### src/rtl/sic_pkg.sv
package sic_pkg;

    // register indices (byte offset >> 2)
    localparam logic [31:0] IDX_STATUS   = 32'd0;
    localparam logic [31:0] IDX_RAW      = 32'd1;
    localparam logic [31:0] IDX_EN_SET   = 32'd2;
    localparam logic [31:0] IDX_EN_CLR   = 32'd3;
    localparam logic [31:0] IDX_SOFT_SET = 32'd4;
    localparam logic [31:0] IDX_SOFT_CLR = 32'd5;
    localparam logic [31:0] IDX_BYP_SET  = 32'd8;
    localparam logic [31:0] IDX_BYP_CLR  = 32'd9;

    // contiguous mask of ones from bit lo to bit hi
    function automatic logic [63:0] range_mask(input int lo, input int hi);
        logic [63:0] m;
        m = '0;
        for (int i = 0; i < 64; i++) begin
            if (i >= lo && i <= hi) m[i] = 1'b1;
        end
        return m;
    endfunction

endpackage

### src/rtl/sic_decode.sv
module sic_decode
    import sic_pkg::*;
#(
    parameter int NSRC = 32,
    parameter int AW   = 12
) (
    input  logic            wr,
    input  logic [AW-1:0]   addr,
    input  logic [NSRC-1:0] wdata,
    input  logic [NSRC-1:0] raw,
    input  logic [NSRC-1:0] en,
    input  logic [NSRC-1:0] byp,
    output logic [NSRC-1:0] en_set,
    output logic [NSRC-1:0] en_clr,
    output logic [NSRC-1:0] byp_set,
    output logic [NSRC-1:0] byp_clr,
    output logic [NSRC-1:0] rdata
);
    localparam int IW = AW - 2;

    logic [IW-1:0]   idx;
    logic [31:0]     idx32;
    logic            wnz;
    logic [NSRC-1:0] bit0;
    logic            unused_low;

    assign idx        = addr[AW-1:2];
    assign idx32      = 32'(idx);
    assign wnz        = |wdata;
    assign bit0       = NSRC'(1);
    assign unused_low = ^addr[1:0];

    always_comb begin
        en_set  = '0;
        en_clr  = '0;
        byp_set = '0;
        byp_clr = '0;
        if (wr) begin
            case (idx32)
                IDX_EN_SET:   en_set  = wdata;
                IDX_EN_CLR:   en_clr  = wdata;
                IDX_SOFT_SET: en_set  = wnz ? bit0 : '0;
                IDX_SOFT_CLR: en_clr  = wnz ? bit0 : '0;
                IDX_BYP_SET:  byp_set = wdata;
                IDX_BYP_CLR:  byp_clr = wdata;
                default: ;
            endcase
        end
    end

    always_comb begin
        case (idx32)
            IDX_STATUS:   rdata = raw & en;
            IDX_RAW:      rdata = raw;
            IDX_EN_SET:   rdata = en;
            IDX_SOFT_SET: rdata = raw & bit0;
            IDX_BYP_SET:  rdata = byp;
            default:      rdata = '0;
        endcase
    end

endmodule

### src/rtl/sic_setclr_bank.sv
module sic_setclr_bank #(
    parameter int              W     = 32,
    parameter logic [W-1:0]    ALLOW = '1
) (
    input  logic         clk,
    input  logic         rst_n,
    input  logic [W-1:0] set_vec,
    input  logic [W-1:0] clr_vec,
    output logic [W-1:0] q
);
    for (genvar i = 0; i < W; i++) begin : g_bit
        if (ALLOW[i]) begin : g_flop
            always_ff @(posedge clk or negedge rst_n) begin
                if (!rst_n)          q[i] <= 1'b0;
                else if (set_vec[i]) q[i] <= 1'b1;
                else if (clr_vec[i]) q[i] <= 1'b0;
            end
        end else begin : g_tie
            logic unused_in;
            assign unused_in = set_vec[i] ^ clr_vec[i];
            assign q[i] = 1'b0;
        end
    end
endmodule

### src/rtl/sic_route.sv
module sic_route #(
    parameter int           NSRC     = 32,
    parameter logic [NSRC-1:0] BYP_MASK = '0
) (
    input  logic            clk,
    input  logic            rst_n,
    input  logic [NSRC-1:0] src,
    input  logic [NSRC-1:0] en,
    input  logic [NSRC-1:0] byp,
    output logic [NSRC-1:0] raw,
    output logic [NSRC-1:0] lines
);
    localparam int COMB = NSRC - 1;

    logic [NSRC-1:0] lines_d;

    always_ff @(posedge clk or negedge rst_n) begin
        if (!rst_n) raw <= '0;
        else        raw <= src;
    end

    for (genvar i = 0; i < NSRC; i++) begin : g_line
        if (i == COMB) begin : g_comb
            assign lines_d[i] = |(raw & en);
        end else if (BYP_MASK[i]) begin : g_byp
            assign lines_d[i] = raw[i] & byp[i];
        end else begin : g_low
            assign lines_d[i] = 1'b0;
        end
    end

    always_ff @(posedge clk or negedge rst_n) begin
        if (!rst_n) lines <= '0;
        else        lines <= lines_d;
    end
endmodule

### src/rtl/sic_top.sv
module sic_top
    import sic_pkg::*;
#(
    parameter int NSRC    = 32,
    parameter int AW      = 12,
    parameter int BYP_LO  = 21,
    parameter int BYP_HI  = 30
) (
    input  logic            clk,
    input  logic            rst_n,
    input  logic [NSRC-1:0] src_i,
    input  logic            reg_wr,
    input  logic [AW-1:0]   reg_addr,
    input  logic [NSRC-1:0] reg_wdata,
    output logic [NSRC-1:0] reg_rdata,
    output logic [NSRC-1:0] irq_lines
);
    localparam logic [63:0]     MASK64   = range_mask(BYP_LO, BYP_HI);
    localparam logic [NSRC-1:0] BYP_MASK = MASK64[NSRC-1:0];

    logic [NSRC-1:0] raw_q, en_q, byp_q;
    logic [NSRC-1:0] en_set, en_clr, byp_set, byp_clr;

    sic_decode #(.NSRC(NSRC), .AW(AW)) u_dec (
        .wr      (reg_wr),
        .addr    (reg_addr),
        .wdata   (reg_wdata),
        .raw     (raw_q),
        .en      (en_q),
        .byp     (byp_q),
        .en_set  (en_set),
        .en_clr  (en_clr),
        .byp_set (byp_set),
        .byp_clr (byp_clr),
        .rdata   (reg_rdata)
    );

    sic_setclr_bank #(.W(NSRC), .ALLOW('1)) u_en (
        .clk (clk), .rst_n (rst_n),
        .set_vec (en_set), .clr_vec (en_clr), .q (en_q)
    );

    sic_setclr_bank #(.W(NSRC), .ALLOW(BYP_MASK)) u_byp (
        .clk (clk), .rst_n (rst_n),
        .set_vec (byp_set), .clr_vec (byp_clr), .q (byp_q)
    );

    sic_route #(.NSRC(NSRC), .BYP_MASK(BYP_MASK)) u_route (
        .clk   (clk),
        .rst_n (rst_n),
        .src   (src_i),
        .en    (en_q),
        .byp   (byp_q),
        .raw   (raw_q),
        .lines (irq_lines)
    );
endmodule

### config.mk
export PLATFORM = sky130hd
export DESIGN_NAME = sic_top
export DESIGN_NICKNAME = d
export VERILOG_FILES = /design/src/rtl/sic_pkg.sv /design/src/rtl/sic_decode.sv /design/src/rtl/sic_setclr_bank.sv /design/src/rtl/sic_route.sv /design/src/rtl/sic_top.sv
export SDC_FILE = /design/constraint.sdc
export NUM_CORES = 1
export LEC_CHECK = 0
export BUFFER_PORTS_ARGS = -buffer_cell sky130_fd_sc_hd__buf_2
export CORE_MARGIN = 2
export CORE_UTILIZATION = 56
export CTS_BUF_LIST = sky130_fd_sc_hd__clkbuf_16
export DETAILED_ROUTE_END_ITERATION = 16
export GPL_TIMING_DRIVEN = 1
export PLACE_DENSITY = 0.95
export SLEW_MARGIN = 20
export SYNTH_ARGS = -nofsm -noshare
export SYNTH_HDL_FRONTEND = slang
export SYNTH_HIERARCHICAL = 1
export SYNTH_SLANG_ARGS = --single-unit
### constraint.sdc
create_clock -name clk -period 2.7 [get_ports clk]
set_clock_uncertainty 0.15 [all_clocks]
set_input_delay 0.27 -clock clk [delete_from_list [all_inputs] [get_ports clk]]
set_output_delay 0.27 -clock clk [all_outputs]
set_load 0.01 [all_outputs]
; After elaboration in Yosys (flattened, before gate mapping)
; Index checks and enable logic that the tools add are counted.
; W data, S select, Z words.
[word_totals]
rom_bits = 0
inputBits = 79
register_bits = 85
latch_bits = 0
ram_bits = 0
mem_count = 0
wordCells = 201
out_inout_bits = 64
[op_classes]
eq_ne = 7
addsub = 0
order_cmp = 0
n_div = 0
n_reduce_logical = 45
multipliers = 0
n_bitwise = 11
shift = 0
muxes = 94
[op_table]
columns = op, count
row1 = $pmux W32 S5, 1
row2 = $pmux W32 S2, 2
row3 = $mux W31, 4
row4 = $mux W1, 85
row5 = $reduce_bool A2 Y1, 42
row6 = $mux W32, 2
row7 = $reduce_or A32 Y1, 2
row8 = $and A32 B32 Y32, 1
row9 = $logic_not A32 Y1, 1
row10 = $eq A10 B2 Y1 const B, 2
row11 = $eq A10 B3 Y1 const B, 2
row12 = $eq A10 B4 Y1 const B, 2
row13 = $and A1 B1 Y1, 10
row14 = $eq A10 B1 Y1 const B, 1

; Logic depth before layout (Yosys ltp)
[logic_depth]
word_depth = 6
depth_mapped = 8
depth_no_buf = 6

; By module
; The synthesis kept the hierarchy.
[modules_own_cells]
columns = module, seq_area_each_um2, cells_each, instances, area_per_inst_um2
row1 = sic_decode, 0.0, 320, 1, 1530.2
row2 = sic_route, 1076.0, 96, 1, 1462.7
row3 = sic_setclr_bank (u_en), 800.8, 96, 1, 1161.1
row4 = sic_setclr_bank (u_byp), 250.2, 53, 1, 531.8

; Worst setup path before layout
; No wires, ideal clock.
[synth_timing]
path_type = input-to-reg
start = in reg_addr[9]
end = reg u_byp.q[29]
stages = 8
setup_ns = 0.118
t_arrival_ns = 1.916
setup_slack_ns = 0.516
required_ns = 2.432
n_path_buf = 2
path_cell_list = or4_4 or2_1 or3_1 buf_2 buf_6 nor2_1 inv_1 a21o_1
[synth_via]
elab_chain_cells = 4
word_cells_on_any_way = 8
classes_between = eq/ne (2) / mux (5) / reduce/logical (1)
[synth_lines]
columns = element, line_no
row1 = from (decl), sic_top.sv:13  ; input logic [AW-1:0] reg_addr,
row2 = $eq A10 B4 Y1, sic_decode.sv:39  ; case (idx32)
row3 = $mux W31, sic_decode.sv:39
row4 = $mux W31, sic_decode.sv:38  ; if (wr) begin
row5 = named net byp_clr[29], sic_top.sv:22  ; logic [NSRC-1:0] en_set, en_clr, byp_set, byp_clr;
row6 = $reduce_bool A2 Y1 (no source line), --
row7 = "to (signal, indexed assignment)", sic_setclr_bank.sv:14  ; if (!rst_n) q[i] <= 1'b0;
row8 = "to (signal, indexed assignment)", sic_setclr_bank.sv:15  ; else if (set_vec[i]) q[i] <= 1'b1;
row9 = "to (signal, indexed assignment)", sic_setclr_bank.sv:16  ; else if (clr_vec[i]) q[i] <= 1'b0;
row10 = to (decl), sic_setclr_bank.sv:9  ; output logic [W-1:0] q
; The timed path passes the listed nets, and every way through them passes these cells.
; A chain may end at the register's enable or synchronous reset.

; Worst setup path in the final report
[layout_timing]
start = in reg_addr[9]
end = out reg_rdata[26]
[layout_via]
elab_chain_cells = 2
word_cells_on_any_way = 6
classes_between = eq/ne (4) / mux (1) / reduce/logical (1)
[layout_lines]
columns = element, line_no
row1 = $logic_not A32 Y1 (tied with other cells), sic_decode.sv:52  ; case (idx32)
row2 = $pmux W32 S5 (*), sic_decode.sv:52
row3 = to (decl), sic_top.sv:15  ; output logic [NSRC-1:0] reg_rdata,
; Every way passes the cells marked *; elsewhere a longest branch is shown, timed or not.

==> results by group <==
Run status
  – Status: completed

Power and ir drop
  – Leakage power: 0.00300 uW
  – Pint: 2430 uW
  – Peak VDD IR: 0.000403 V
  – Clock power share: 0.485
  – Combinational power share: 0.087
  – Net switching fraction of the power: 0.223
  – Design Power: 3130 uW
  – Psw: 698 uW
  – Flop pwr share: 0.428
  – Pwr Density: 555 mW/mm2

Worst setup path
  – Crit path from: reg_addr[9]
  – Crit path launch type: primary input
  – WP data arrival: 1980 ps
  – Critical path class: in2out
  – Crit end category: output pin
  – Worst path required time: 2280 ps
  – Worst R2R Start: u_en/q[10]
  – Max FO, Critical Path: 31

Min path
  – HP Class: in2reg
  – Min-Delay Startpoint: reg_wdata[3]

Die
  – Starting density of the core: 0.576
  – Die area: 0.00863 mm2
  – Site Rows: 32
  – I/O Pins: 143
  – Die height: 92.9 um
  – Die width: 92.9 um
  – Core outline area: 0.00769 mm2

Final layout
  – Area growth from synthesis to layout: 27.5%
  – Fin nets: 738
  – Fin cells: 767
  – Final core occ: 0.734
  – Fillers: 521
  – Fraction of layout cells with a size suffix above 1: 0.241

Logic synthesis
  – Cell area after synthesis: 0.00443 mm2
  – Ys Warns: 6
  – Syn Inst Count: 517
  – Post-synthesis average cell area: 8.56 um2

CTS
  – TritonCTS buffer count: 9
  – Post-CTS setup buffer count: 0
  – TritonCTS Sinks: 85
  – H-tree depth: 3
  – Post-cts sizing count: 0
  – CTS clk-pin slew, worst paths: 60 ps
  – Worst skew pair latency: 330 ps
  – Root Buffer: clkbuf_16
  – Clock buffer depth: 2
  – CTS tree: yes

Global routing
  – Vias in the first global route: 4172
  – Grt ovf: 0
  – Initial antenna violation count: 1
  – First-pass GRT wire length: 19900 um
  – Gr usage total: 0.298
  – Largest net degree at the start of global routing: 86

Timing
  – Slew Limit Fails: 0
  – RSZ-0062 raised after global routing: no
  – Final setup viols: 0
  – FMAX: 0.416 GHz
  – Post-layout min period: 2400 ps
  – Final hold vios: 0
  – Setup TNS: 0 ps
  – Worst Max-Slew Pin Slew: 763 ps
  – Max_slew headroom: 0.491
  – Final period utilization: 0.889

Placed design
  – GP Congestion: 0.872
  – PortBufs: 119
  – DP HPWL: 8290 um
  – Post-Place Cells: 717

Route
  – DR vias/cell: 5.54
  – DRC viols: 0
  – Routed Antenna Nets: 0
  – Routed WL per cell: 16.5 um
  – Vias: 4252
  – Detailed-router iteration count before antenna repair: 8
  – Final WL: 12700 um
  – DR iter-0 viols: 441

Run
  – # Max-Cap Violations: 0
## worst paths after layout
| kind | depth (start not counted) | slack [ps] | end |
|---|---|---|---|
| setup / recovery | 7 | 300 | reg_rdata[26] |
| hold / removal | 4 | 160 | u_en/q[3] |
| setup reg to reg | 3 | 970 | u_route/lines[31] |
| hold reg to reg | 1 | 350 | u_byp/q[29] |
| max in group asynchronous | 2 | 1480 | u_route/raw[26] |
| min in group asynchronous | 2 | 380 | u_en/q[24] |
## worst max-delay path, cell delays in order
cell	delay [ps]
buf_2	100
or4_4	560
nor2_1	250
nand3_1	120
buf_4	250
o21ai_0	260
buf_2	180
## cell usage in the layout (no fill, tap or decap)
| master | n |
|---|---|
| buf_6 | 1 |
| or2_1 | 1 |
| nand3b_1 | 2 |
| o21ai_1 | 5 |
| o21ai_0 | 26 |
| o22ai_1 | 31 |
| or3_1 | 2 |
| or2_2 | 1 |
| dfrtp_1 | 85 |
| nor2_2 | 10 |
| clkbuf_16 | 9 |
| inv_1 | 43 |
| nand3_1 | 1 |
| o32ai_1 | 2 |
| diode_2 | 1 |
| inv_6 | 2 |
| a22oi_1 | 14 |
| o31ai_1 | 1 |
| nand2_1 | 65 |
| a21o_1 | 42 |
| bufinv_16 | 4 |
| buf_4 | 9 |
| clkinvlp_4 | 1 |
| or4_1 | 1 |
| or3b_2 | 1 |
| nor4_4 | 1 |
| and2_1 | 10 |
| nor3_1 | 1 |
| buf_2 | 118 |
| a21oi_1 | 2 |
| a22oi_2 | 2 |
| nand4_1 | 9 |
| nor4_1 | 8 |
| dlygate4sd3_1 | 33 |
| nor2_1 | 77 |
| conb_1 | 43 |
| or4_4 | 1 |
## layer usage
| metal | vias up | global-route usage | share of wire | routed length [um] |
|---|---|---|---|---|
| met5 | - | 0 | 0 | 0 |
| met4 | 0 | 0.145 | 0.035 | 447 |
| met3 | 48 | 0.0488 | 0.090 | 1140 |
| met2 | 304 | 0.500 | 0.50 | 6300 |
| met1 | 1983 | 0.376 | 0.38 | 4780 |
| li1 | 1917 | - | - | - |
## flip-flops by register name, summed over array words and instances (netlist names)
name / flops
u_byp/q: 10
u_en/q: 32
u_route/lines: 11
u_route/raw: 32
## power groups by stage
stage | Combinational [uW] | Clock [uW] | Sequential [uW]
finish | 272 | 1520 | 1340
global route | 299 | 1590 | 1340
CTS | 264 | 1540 | 1340
detailed placement | 227 | 0 | 1360
global placement | 220 | 0 | 1360
floorplan | 149 | 0 | 1360
## per-stage QoR
stage | area (um2) | setup WS [ps] | hold slack, ps
after floorplan | 4580 | 559 | -176
after global placement | 4940 | 328 | 228
after detailed placement | 4940 | 270 | 230
after CTS | 5630 | 339 | 9.51
after global routing | 5640 | 262 | 165
final | 5640 | 299 | 156
## repair_timing
action	in CTS	in global routing
setup endpoints to repair	0	0
hold endpoints to repair	32	85
hold buffers	32	1
## cell type report
type	count	area, um2	area share
sequential	85	2130	0.377
multi-input combinational	359	1850	0.329
timing repair buffer	161	1000	0.177
clock buffer	9	225	0.0399
inverter	43	161	0.0286
clock inverter	7	145	0.0257
tap	102	128	0.0226
antenna	1	2.50	0.000443
Note: power is estimated with default switching activity, not from simulation.
